===== src/rtl/spi_cmd_pkg.sv =====
package spi_cmd_pkg;
    localparam int DATA_W = 8;
    localparam int CNT_W  = $clog2(DATA_W);
    localparam int ADDR_W = 2;

    // command field positions
    localparam int WR_LSB = 4;
    localparam int RD_LSB = 2;

    // register addresses
    localparam logic [ADDR_W-1:0] REG_RX   = 2'd0;
    localparam logic [ADDR_W-1:0] REG_TX   = 2'd1;
    localparam logic [ADDR_W-1:0] REG_STAT = 2'd2;

    // status bit positions
    localparam int STAT_TXR = 0;
    localparam int STAT_RXR = 1;
    localparam int STAT_OVR = 2;

    typedef enum logic [1:0] {
        ST_IDLE = 2'd0,
        ST_CMD  = 2'd1,
        ST_DATA = 2'd2
    } xfer_state_e;
endpackage


===== src/rtl/spi_cmd_sync.sv =====
module spi_cmd_sync #(
    parameter bit CPOL   = 1'b0,
    parameter bit CPHA   = 1'b0,
    parameter int STAGES = 2
) (
    input  logic clk,
    input  logic rst_n,
    input  logic sclk_i,
    input  logic csn_i,
    input  logic mosi_i,
    output logic csn_s_o,
    output logic mosi_s_o,
    output logic sample_o,
    output logic shift_o
);
    // pipe layout per stage: {sclk, csn, mosi}
    localparam logic [2:0] RST_VAL = {CPOL, 1'b1, 1'b0};

    logic [STAGES-1:0][2:0] pipe_q;
    logic sclk_s, sclk_d_q;
    logic rise, fall, lead, trail;

    always_ff @(posedge clk or negedge rst_n) begin
        if (!rst_n) begin
            for (int s = 0; s < STAGES; s++) pipe_q[s] <= RST_VAL;
            sclk_d_q <= CPOL;
        end else begin
            pipe_q[0] <= {sclk_i, csn_i, mosi_i};
            for (int s = 1; s < STAGES; s++) pipe_q[s] <= pipe_q[s-1];
            sclk_d_q <= sclk_s;
        end
    end

    assign sclk_s   = pipe_q[STAGES-1][2];
    assign csn_s_o  = pipe_q[STAGES-1][1];
    assign mosi_s_o = pipe_q[STAGES-1][0];

    assign rise = sclk_s & ~sclk_d_q & ~csn_s_o;
    assign fall = ~sclk_s & sclk_d_q & ~csn_s_o;

    generate
        if (CPOL == 1'b0) begin : g_pol0
            assign lead  = rise;
            assign trail = fall;
        end else begin : g_pol1
            assign lead  = fall;
            assign trail = rise;
        end
        if (CPHA == 1'b0) begin : g_pha0
            assign sample_o = lead;
            assign shift_o  = trail;
        end else begin : g_pha1
            assign sample_o = trail;
            assign shift_o  = lead;
        end
    endgenerate
endmodule


===== src/rtl/spi_cmd_fsm.sv =====
module spi_cmd_fsm
    import spi_cmd_pkg::*;
(
    input  logic              clk,
    input  logic              rst_n,
    input  logic              csn_s_i,
    input  logic              mosi_s_i,
    input  logic              sample_i,
    input  logic              shift_i,
    input  logic [DATA_W-1:0] rd_value_i,
    output logic              miso_o,
    output logic              miso_oe_o,
    output logic              byte_stb_o,
    output logic [DATA_W-1:0] byte_val_o,
    output logic [ADDR_W-1:0] wr_addr_o,
    output logic [ADDR_W-1:0] rd_addr_o,
    output logic              tx_pull_o
);
    localparam logic [CNT_W-1:0] LAST_BIT = CNT_W'(DATA_W - 1);

    xfer_state_e       state_q, state_d;
    logic [CNT_W-1:0]  bit_cnt_q;
    logic [DATA_W-1:0] rx_sh_q, tx_sh_q, byte_full;
    logic [ADDR_W-1:0] wr_q, rd_q;
    logic              byte_end;

    assign byte_full = {rx_sh_q[DATA_W-2:0], mosi_s_i};
    assign byte_end  = sample_i && (bit_cnt_q == LAST_BIT);

    // next-state logic
    always_comb begin
        state_d = state_q;
        unique case (state_q)
            ST_IDLE: if (!csn_s_i) state_d = ST_CMD;
            ST_CMD: begin
                if (csn_s_i)       state_d = ST_IDLE;
                else if (byte_end) state_d = ST_DATA;
            end
            ST_DATA: if (csn_s_i) state_d = ST_IDLE;
            default: state_d = ST_IDLE;
        endcase
    end

    // state register
    always_ff @(posedge clk or negedge rst_n) begin
        if (!rst_n) state_q <= ST_IDLE;
        else        state_q <= state_d;
    end

    // shift registers and command capture
    always_ff @(posedge clk or negedge rst_n) begin
        if (!rst_n) begin
            bit_cnt_q <= '0;
            rx_sh_q   <= '0;
            tx_sh_q   <= '0;
            wr_q      <= '0;
            rd_q      <= '0;
        end else if (state_q == ST_IDLE) begin
            bit_cnt_q <= '0;
            rx_sh_q   <= '0;
            tx_sh_q   <= '0;
        end else if (!csn_s_i) begin
            if (sample_i) begin
                rx_sh_q   <= byte_full;
                bit_cnt_q <= bit_cnt_q + 1'b1;
                if (byte_end && state_q == ST_CMD) begin
                    wr_q <= byte_full[WR_LSB +: ADDR_W];
                    rd_q <= byte_full[RD_LSB +: ADDR_W];
                end
            end
            if (shift_i) begin
                if (bit_cnt_q == '0)
                    tx_sh_q <= (state_q == ST_DATA) ? rd_value_i : '0;
                else
                    tx_sh_q <= {tx_sh_q[DATA_W-2:0], 1'b0};
            end
        end
    end

    // outputs
    always_comb begin
        miso_oe_o  = (state_q != ST_IDLE);
        miso_o     = miso_oe_o & tx_sh_q[DATA_W-1];
        byte_stb_o = byte_end && (state_q == ST_DATA) && !csn_s_i;
        byte_val_o = byte_full;
        wr_addr_o  = wr_q;
        rd_addr_o  = rd_q;
        tx_pull_o  = shift_i && (bit_cnt_q == '0) && (state_q == ST_DATA)
                     && (rd_q == REG_TX) && !csn_s_i;
    end

    AST_SEL_RELEASE: assert property (@(posedge clk) disable iff (!rst_n)
        (state_q != ST_IDLE && csn_s_i) |=> (state_q == ST_IDLE && !miso_oe_o))
        else $error("select release did not end transfer");
    AST_CMD_FIRST: assert property (@(posedge clk) disable iff (!rst_n)
        (state_q == ST_IDLE) |=> (state_q != ST_DATA))
        else $error("data phase entered without command");
endmodule


===== src/rtl/spi_cmd_regfile.sv =====
module spi_cmd_regfile
    import spi_cmd_pkg::*;
(
    input  logic              clk,
    input  logic              rst_n,
    input  logic              byte_stb_i,
    input  logic [DATA_W-1:0] byte_val_i,
    input  logic [ADDR_W-1:0] wr_addr_i,
    input  logic [ADDR_W-1:0] rd_addr_i,
    input  logic              tx_pull_i,
    input  logic              active_i,
    input  logic              rx_ack_i,
    input  logic              tx_load_i,
    input  logic [DATA_W-1:0] tx_data_i,
    output logic [DATA_W-1:0] rx_data_o,
    output logic [DATA_W-1:0] rd_value_o,
    output logic              tx_rdy_o,
    output logic              rx_rdy_o,
    output logic              ovr_o,
    output logic              irq_tx_o,
    output logic              irq_rx_o,
    output logic              irq_ovr_o
);
    logic [DATA_W-1:0] rx_q, tx_q, status;
    logic              rx_rdy_q, ovr_q, tx_rdy_q, inflight_q;
    logic [2:0]        flags_d_q;
    logic              rx_wr;

    assign rx_wr = byte_stb_i && (wr_addr_i == REG_RX);

    // receive side
    always_ff @(posedge clk or negedge rst_n) begin
        if (!rst_n) begin
            rx_q     <= '0;
            rx_rdy_q <= 1'b0;
            ovr_q    <= 1'b0;
        end else if (rx_wr) begin
            rx_q     <= byte_val_i;
            rx_rdy_q <= 1'b1;
            ovr_q    <= rx_ack_i ? 1'b0 : (ovr_q | rx_rdy_q);
        end else if (rx_ack_i) begin
            rx_rdy_q <= 1'b0;
            ovr_q    <= 1'b0;
        end
    end

    // transmit side
    always_ff @(posedge clk or negedge rst_n) begin
        if (!rst_n) begin
            tx_q       <= '0;
            tx_rdy_q   <= 1'b1;
            inflight_q <= 1'b0;
        end else if (tx_load_i) begin
            tx_q       <= tx_data_i;
            tx_rdy_q   <= 1'b0;
            inflight_q <= 1'b0;
        end else if (!active_i) begin
            inflight_q <= 1'b0;
        end else if (byte_stb_i && inflight_q) begin
            tx_rdy_q   <= 1'b1;
            inflight_q <= 1'b0;
        end else if (tx_pull_i) begin
            inflight_q <= 1'b1;
        end
    end

    // interrupt edge detect, order {ovr, rx, tx}
    always_ff @(posedge clk or negedge rst_n) begin
        if (!rst_n) flags_d_q <= 3'b001;
        else        flags_d_q <= {ovr_q, rx_rdy_q, tx_rdy_q};
    end

    always_comb begin
        status           = '0;
        status[STAT_TXR] = tx_rdy_q;
        status[STAT_RXR] = rx_rdy_q;
        status[STAT_OVR] = ovr_q;
        unique case (rd_addr_i)
            REG_RX:   rd_value_o = rx_q;
            REG_TX:   rd_value_o = tx_q;
            REG_STAT: rd_value_o = status;
            default:  rd_value_o = '0;
        endcase
    end

    assign rx_data_o = rx_q;
    assign tx_rdy_o  = tx_rdy_q;
    assign rx_rdy_o  = rx_rdy_q;
    assign ovr_o     = ovr_q;
    assign irq_tx_o  = tx_rdy_q & ~flags_d_q[0];
    assign irq_rx_o  = rx_rdy_q & ~flags_d_q[1];
    assign irq_ovr_o = ovr_q    & ~flags_d_q[2];

    AST_OVR_CAUSE: assert property (@(posedge clk) disable iff (!rst_n)
        $rose(ovr_q) |-> $past(rx_rdy_q))
        else $error("overrun without pending byte");
    AST_ACK_CLEARS: assert property (@(posedge clk) disable iff (!rst_n)
        (rx_ack_i && !rx_wr) |=> (!rx_rdy_q && !ovr_q))
        else $error("acknowledge left flags set");
    AST_TX_LOAD_BUSY: assert property (@(posedge clk) disable iff (!rst_n)
        tx_load_i |=> !tx_rdy_q)
        else $error("transmit ready after load");
    AST_TX_SENT: assert property (@(posedge clk) disable iff (!rst_n)
        (byte_stb_i && inflight_q && active_i && !tx_load_i) |=> tx_rdy_q)
        else $error("transmit ready not restored");
endmodule


===== src/rtl/spi_cmd_regs.sv =====
module spi_cmd_regs
    import spi_cmd_pkg::*;
#(
    parameter bit CPOL        = 1'b0,
    parameter bit CPHA        = 1'b0,
    parameter int SYNC_STAGES = 2
) (
    input  logic              clk,
    input  logic              rst_n,
    input  logic              spi_sclk_i,
    input  logic              spi_csn_i,
    input  logic              spi_mosi_i,
    output logic              spi_miso_o,
    output logic              spi_miso_oe_o,
    output logic [DATA_W-1:0] rx_data_o,
    input  logic              rx_ack_i,
    input  logic [DATA_W-1:0] tx_data_i,
    input  logic              tx_load_i,
    output logic              stat_tx_ready_o,
    output logic              stat_rx_ready_o,
    output logic              stat_overrun_o,
    output logic              irq_tx_ready_o,
    output logic              irq_rx_ready_o,
    output logic              irq_overrun_o
);
    logic              csn_s, mosi_s, sample_stb, shift_stb;
    logic              byte_stb, tx_pull;
    logic [DATA_W-1:0] byte_val, rd_value;
    logic [ADDR_W-1:0] wr_addr, rd_addr;

    spi_cmd_sync #(
        .CPOL   (CPOL),
        .CPHA   (CPHA),
        .STAGES (SYNC_STAGES)
    ) u_sync (
        .clk      (clk),
        .rst_n    (rst_n),
        .sclk_i   (spi_sclk_i),
        .csn_i    (spi_csn_i),
        .mosi_i   (spi_mosi_i),
        .csn_s_o  (csn_s),
        .mosi_s_o (mosi_s),
        .sample_o (sample_stb),
        .shift_o  (shift_stb)
    );

    spi_cmd_fsm u_fsm (
        .clk        (clk),
        .rst_n      (rst_n),
        .csn_s_i    (csn_s),
        .mosi_s_i   (mosi_s),
        .sample_i   (sample_stb),
        .shift_i    (shift_stb),
        .rd_value_i (rd_value),
        .miso_o     (spi_miso_o),
        .miso_oe_o  (spi_miso_oe_o),
        .byte_stb_o (byte_stb),
        .byte_val_o (byte_val),
        .wr_addr_o  (wr_addr),
        .rd_addr_o  (rd_addr),
        .tx_pull_o  (tx_pull)
    );

    spi_cmd_regfile u_regs (
        .clk        (clk),
        .rst_n      (rst_n),
        .byte_stb_i (byte_stb),
        .byte_val_i (byte_val),
        .wr_addr_i  (wr_addr),
        .rd_addr_i  (rd_addr),
        .tx_pull_i  (tx_pull),
        .active_i   (spi_miso_oe_o),
        .rx_ack_i   (rx_ack_i),
        .tx_load_i  (tx_load_i),
        .tx_data_i  (tx_data_i),
        .rx_data_o  (rx_data_o),
        .rd_value_o (rd_value),
        .tx_rdy_o   (stat_tx_ready_o),
        .rx_rdy_o   (stat_rx_ready_o),
        .ovr_o      (stat_overrun_o),
        .irq_tx_o   (irq_tx_ready_o),
        .irq_rx_o   (irq_rx_ready_o),
        .irq_ovr_o  (irq_overrun_o)
    );
endmodule


===== config.mk =====
export PLATFORM = sky130hd
export DESIGN_NAME = spi_cmd_regs
export DESIGN_NICKNAME = d
export VERILOG_FILES = /design/src/rtl/spi_cmd_pkg.sv /design/src/rtl/spi_cmd_sync.sv /design/src/rtl/spi_cmd_fsm.sv /design/src/rtl/spi_cmd_regfile.sv /design/src/rtl/spi_cmd_regs.sv
export SDC_FILE = /design/constraint.sdc
export NUM_CORES = 1
export LEC_CHECK = 0
export BUFFER_PORTS_ARGS = -buffer_cell sky130_fd_sc_hd__buf_4
export CAP_MARGIN = 10
export CORE_ASPECT_RATIO = 1.25
export CORE_MARGIN = 1
export CORE_UTILIZATION = 40
export CTS_CLUSTER_DIAMETER = 30
export DETAILED_ROUTE_END_ITERATION = 10
export SYNTH_ARGS = -nofsm -noshare
export SYNTH_HDL_FRONTEND = slang
export SYNTH_HIERARCHICAL = 1
export SYNTH_SLANG_ARGS = --single-unit

===== constraint.sdc =====
create_clock -name clk -period 2.45 [get_ports clk]
set_input_delay 0.49 -clock clk [delete_from_list [all_inputs] [get_ports clk]]
set_output_delay 0.49 -clock clk [all_outputs]
set_load 0.01 [all_outputs]

# After elaboration in Yosys (flattened, before gate mapping)
# Cells that the tools add are included.
# totals
wordCells	97
output_inout_bits	16
ff_bits	54
input_bits	15
# op_classes
addsub	1
eq_ne	10
n_reduce_logical	26
n_mux	28
n_bitwise	16
# ops
op	count
two-way mux 8 bit	5
case mux 8 bit (3 select lines)	1
two-way mux 7 bit	3
nonzero test 2 bit	6
two-way mux 1 bit	11
logical AND 1 bit	10
two-way mux 3 bit	3
AND 1 bit	8
two-way mux 2 bit	4
NOT 1 bit	7
logical NOT 2 bit	3
case mux 2 bit (3 select lines)	1
AND reduction 2 bit	3
equality test 2 x 1 -> 1 bit, second input constant	2
equality test 2 bit, second input constant	2
inequality test 2 bit, second input constant	2
inequality test 4 bit, second input constant	1
AND reduction 4 bit	1
adder 3 x 1 -> 3 bit, second input constant	1
equality test 3 bit, second input constant	1
logical NOT 3 bit	1
inequality test 3 x 2 -> 1 bit, second input constant	1
AND reduction 3 bit	1
inequality test 2 x 1 -> 1 bit, second input constant	1
2 further kinds	2

# Longest topological paths before layout
# logic_depth
ltp_word	11
depth_mapped	7
depth_no_buf	7

# By module
# Netlist, hierarchy kept.
# modules_own_cells
module	n_inst	seq_area_each_um2	cells_per_inst	area_each_um2
spi_cmd_fsm	1	600.6	100	1119.8
spi_cmd_regfile	1	578.1	73	993.5
spi_cmd_sync	1	177.7	9	192.7

# Worst setup path after synthesis
# OpenSTA, ideal clock, no wires.
# synth_timing
kind	register -> register
startpoint	reg u_sync.pipe_q, in the netlist u_sync/csn_s_o
endpoint	reg u_regs.rx_q[0], in the netlist u_regs/rx_data_o[0]
setup_ps	125
stages_incl_launch_ff	8
required_ps	2325
path_buffers	1
path_slack_ps	213
period_less_slack_ps	2237
arrival_time_ps	2112
path_cell_list	dfstp_2 nor3b_1 and2b_1 clkbuf_1 nand2_1 nor2_1 nor3b_4 mux2_2
# synth_between
elab_chain_cells	6
word_cells_on_any_way	7
cone_classes	bitwise (2); reduce/logical (5)
# synth_rtl
item	line_no	rtl
start: declaration	spi_cmd_sync.sv:19	logic [STAGES-1:0][2:0] pipe_q;
NOT 1 bit (no source line)	n/a	
AND 1 bit	spi_cmd_sync.sv:38	assign rise = sclk_s & ~sclk_d_q & ~csn_s_o;
via sample_stb	spi_cmd_regs.sv:26	logic csn_s, mosi_s, sample_stb, shift_stb;
logical AND 1 bit	spi_cmd_fsm.sv:28	assign byte_end = sample_i && (bit_cnt_q == LAST_BIT);
logical AND 1 bit (2 in a row)	spi_cmd_fsm.sv:84	byte_stb_o = byte_end && (state_q == ST_DATA) && !csn_s_i;
via byte_stb	spi_cmd_regs.sv:27	logic byte_stb, tx_pull;
logical AND 1 bit	spi_cmd_regfile.sv:29	assign rx_wr = byte_stb_i && (wr_addr_i == REG_RX);
end signal: assignment	spi_cmd_regfile.sv:38	rx_q <= byte_val_i;
end: declaration	spi_cmd_regfile.sv:24	logic [DATA_W-1:0] rx_q, tx_q, status;
# The timed path passes the listed nets, and every way through them passes these cells.
# A chain may end at the register's enable or synchronous reset.

# Worst setup path after layout
# layout_timing
startpoint	reg u_sync.pipe_q, in the netlist u_sync/csn_s_o
endpoint	reg u_regs.rx_q[7], in the netlist u_regs/rx_data_o[7]
# The elaborated chain is that of the path after synthesis.

==> flow_metrics.env <==
export IMPL_gr_total_overflow=0
export IMPL_yosysUniqueCellTypes=38
export IMPL_max_freq_ghz=0.460
export IMPL_setup_viol=0
export IMPL_syn_avg_cell_area_um2=12.7
export IMPL_placedCellCount=269
export IMPL_clock_skew_ps=11.6
export IMPL_wl_um=4550
export IMPL_tns_ps=0
export IMPL_die_w_um=69.9
export IMPL_ant_nets=0
export IMPL_wire_per_inst_um=16.4
export IMPL_route_detailed_drc=0
export IMPL_cts_setup_buffers=0
export IMPL_maxSlewViolCount=0
export IMPL_cap_violations=0
export IMPL_finalHoldViolCount=0
export IMPL_ys_seq_area_share_pct=58.8
export IMPL_area_growth_pct=16.3
export IMPL_fin_crit_ps=2170
export IMPL_crit_arrival_ps=2370
export IMPL_min_path_type="primary input to asynchronous set/reset pin"
export IMPL_grt_pass1_vias=1541
export IMPL_place_hpwl_um=3270
export IMPL_drive_gt1_share_pct=36.2
export IMPL_rsz0062_at_grt="no"
export IMPL_synth_cell_area_um2=2310
export IMPL_vias=1493
export IMPL_cts_buffers=5
export IMPL_grt_max_degree=55
export IMPL_placed_area_um2=2570
export IMPL_grt_first_pass_wirelength_um=7400
export IMPL_p_total_mw=1.59
export IMPL_ir_worst_vdd_mv=0.241
export IMPL_postCtsHoldBufs=0
export IMPL_place_gp_congestion=0.804
export IMPL_finalCritPeriodShare_pct=88.7
export IMPL_final_cell_area_um2=2680
export IMPL_drt_iter0_drc=92
export IMPL_cts_max_level=2
export IMPL_crit_required_ps=2650
export IMPL_track_usage_pct=15.7
export IMPL_cp_end_kind="flop"
export IMPL_port_buffers=30
export IMPL_slew_headroom_pct=54.9
export IMPL_cts_tree="yes"
export IMPL_fin_ws_ps=277
export IMPL_vias_per_cell=5.39
export IMPL_n_antenna_cell=0
export IMPL_tightest_slew_ps=677
export IMPL_coreArea_um2=5480
export IMPL_ys_warn_count=6
export IMPL_rows=30
export IMPL_final_cell_count_no_fill=277
export IMPL_clock_latency_ps=300
export IMPL_cts_sinks=54
export IMPL_cts_path_max_buffers=2
export IMPL_worstPathMaxFanout=8
export IMPL_leakagePower_nw=1.26
export IMPL_clk_pin_slew_worst_paths_ps=100
export IMPL_die_h_um=86.9
export IMPL_grt_antenna_before_repair=0
export IMPL_status="completed"
export IMPL_die_area_um2=6070
export IMPL_ys_ff_latch=54
export IMPL_path_class="flop to flop"
export IMPL_boundaryPins=31
export IMPL_dr_pass1_iters=4
export IMPL_start_kind="flop"
export IMPL_finalNetCount=230
export IMPL_pre_cts_ws_ps=266
export IMPL_powerDensity_nw_per_um2=594
export IMPL_start_util_pct=42.1
export IMPL_synth_cells=182
export IMPL_clock_root_buffer="clkbuf_8"
export IMPL_ctsResizeCount=0
export IMPL_syn_nets=200
-- flip-flops by register name (all words and copies together), names as in the netlist, 3 cells and up --
signal	flops
u_fsm/tx_sh_q	8
u_regs/rx_data_o	8
u_regs/tx_q	8
u_fsm/rx_sh_q	7
u_sync/pipe_q	4
u_fsm/bit_cnt_q	3
u_regs/flags_d_q	3
-- critical path, stage by stage (launching register included) --
cell and delay (ps):
dfstp_2 410, nor3b_1 370, and2b_1 200, nand2_1 50, nor2_1 210, nor3b_4 440, mux2_2 390
-- path summary, 6_finish.rpt --
| check | depth (start not counted) | slack (ps) | endpoint | startpoint |
|---|---|---|---|---|
| min | 1 | 210 | u_fsm/tx_sh_q[3]$_DFFE_PN0P_ | rst_n |
| max in group asynchronous | 1 | 1780 | u_fsm/wr_addr_o[0]$_DFFE_PN0P_ | rst_n |
| min reg2reg | 0 | 360 | u_sync/mosi_s_o$_DFF_PN0_ | u_sync/pipe_q[0]$_DFF_PN0_ |
| max | 6 | 280 | u_regs/rx_data_o[7]$_DFFE_PN0P_ | u_sync/csn_s_o$_DFF_PN1_ |
| max reg2reg | 6 | 280 | u_regs/rx_data_o[7]$_DFFE_PN0P_ | u_sync/csn_s_o$_DFF_PN1_ |
| min in group clk | 1 | 280 | u_sync/pipe_q[0]$_DFF_PN0_ | spi_mosi_i |
-- placed cells by master, fill, tap and decap left out, drive strengths merged --
cell type	synthesis	layout
a2111oi	1	1
dfrtp	50	50
nand4	1	1
o22ai	1	1
a21oi	9	9
and3	7	7
nor2	12	12
inv	5	5
clkinvlp	0	1
nand2	20	20
o21ai	1	1
nor2b	3	3
mux2	20	20
or2b	1	1
mux2i	8	8
o2bb2ai	3	3
bufinv	0	1
nor3b	4	4
and3b	1	1
ha	3	3
nand2b	4	4
dfstp	4	4
a221o	7	7
a31oi	1	1
xnor2	1	1
clkbuf	4	6
or3b	1	1
and2	1	1
a211oi	1	1
buf	5	32
and2b	1	1
a311oi	1	1
a32o	1	1
-- synthesized netlist by cell type (all sizes together) --
cell	count	share of area (%)
a32o	1	0.43
nor3b	4	2.0
or2b	1	0.33
nor2	12	2.1
a21oi	9	2.0
a31oi	1	0.27
a211oi	1	0.87
and3b	1	0.38
mux2i	8	3.5
a311oi	1	0.38
a2111oi	1	0.38
dfstp	4	4.6
and3	7	1.9
or3b	1	0.38
nand2	20	3.3
nor2b	3	0.81
mux2	20	9.8
clkbuf	4	0.65
nand2b	4	1.4
nand4	1	0.27
ha	3	1.6
buf	5	1.7
and2b	1	0.33
o2bb2ai	3	1.1
and2	1	0.27
a221o	7	3.4
dfrtp	50	54
o21ai	1	0.22
inv	5	0.81
xnor2	1	0.38
o22ai	1	0.27
-- where the power goes --
part           internal (mW)  switching (mW)
logic                 0.0347          0.0405
clock network          0.305           0.285
registers              0.913          0.0135
-- cell type report --
cell class	count	area (um2)
inverter	5	18.8
timing repair buffer	32	240
clock buffer	6	72.6
clock inverter	2	37.5
fill	498	2800
tap	64	80.1
sequential	54	1360
multi-input combinational	114	876
-- kinds of logic (layout without fill, tap and decap cells) --
logic type	Yosys count	count (layout)	share of synthesized area, %
buffers and inverters	14	45	3.20
muxes	28	28	13.2
DFF	54	54	58.8
and+or+nand+nor	56	56	13.4
adders and majority gates	3	3	1.63
AOI/OAI and AO/OA	26	26	9.33
xor gates and xnor gates	1	1	0.380
-- metal layers --
metal | share of wire [%] | GRT usage [%] | up-vias
met2 | 52 | 27.5 | 31
met4 | 2.6 | 7.64 | 0
met1 | 42 | 18.2 | 758
met5 | 0 | 0 | -
met3 | 3.1 | 3.24 | 11
li1 | - | - | 693
-- through the flow --
step	utilization (%)	hold WS [ps]
6_report	48.9	213
3_5_place_dp	46.9	337
4_1_cts	48.9	241
5_1_grt	48.9	262
3_3_place_gp	46.9	331
2_1_floorplan	-	194
No activity file was read; power rests on OpenSTA's default activity.
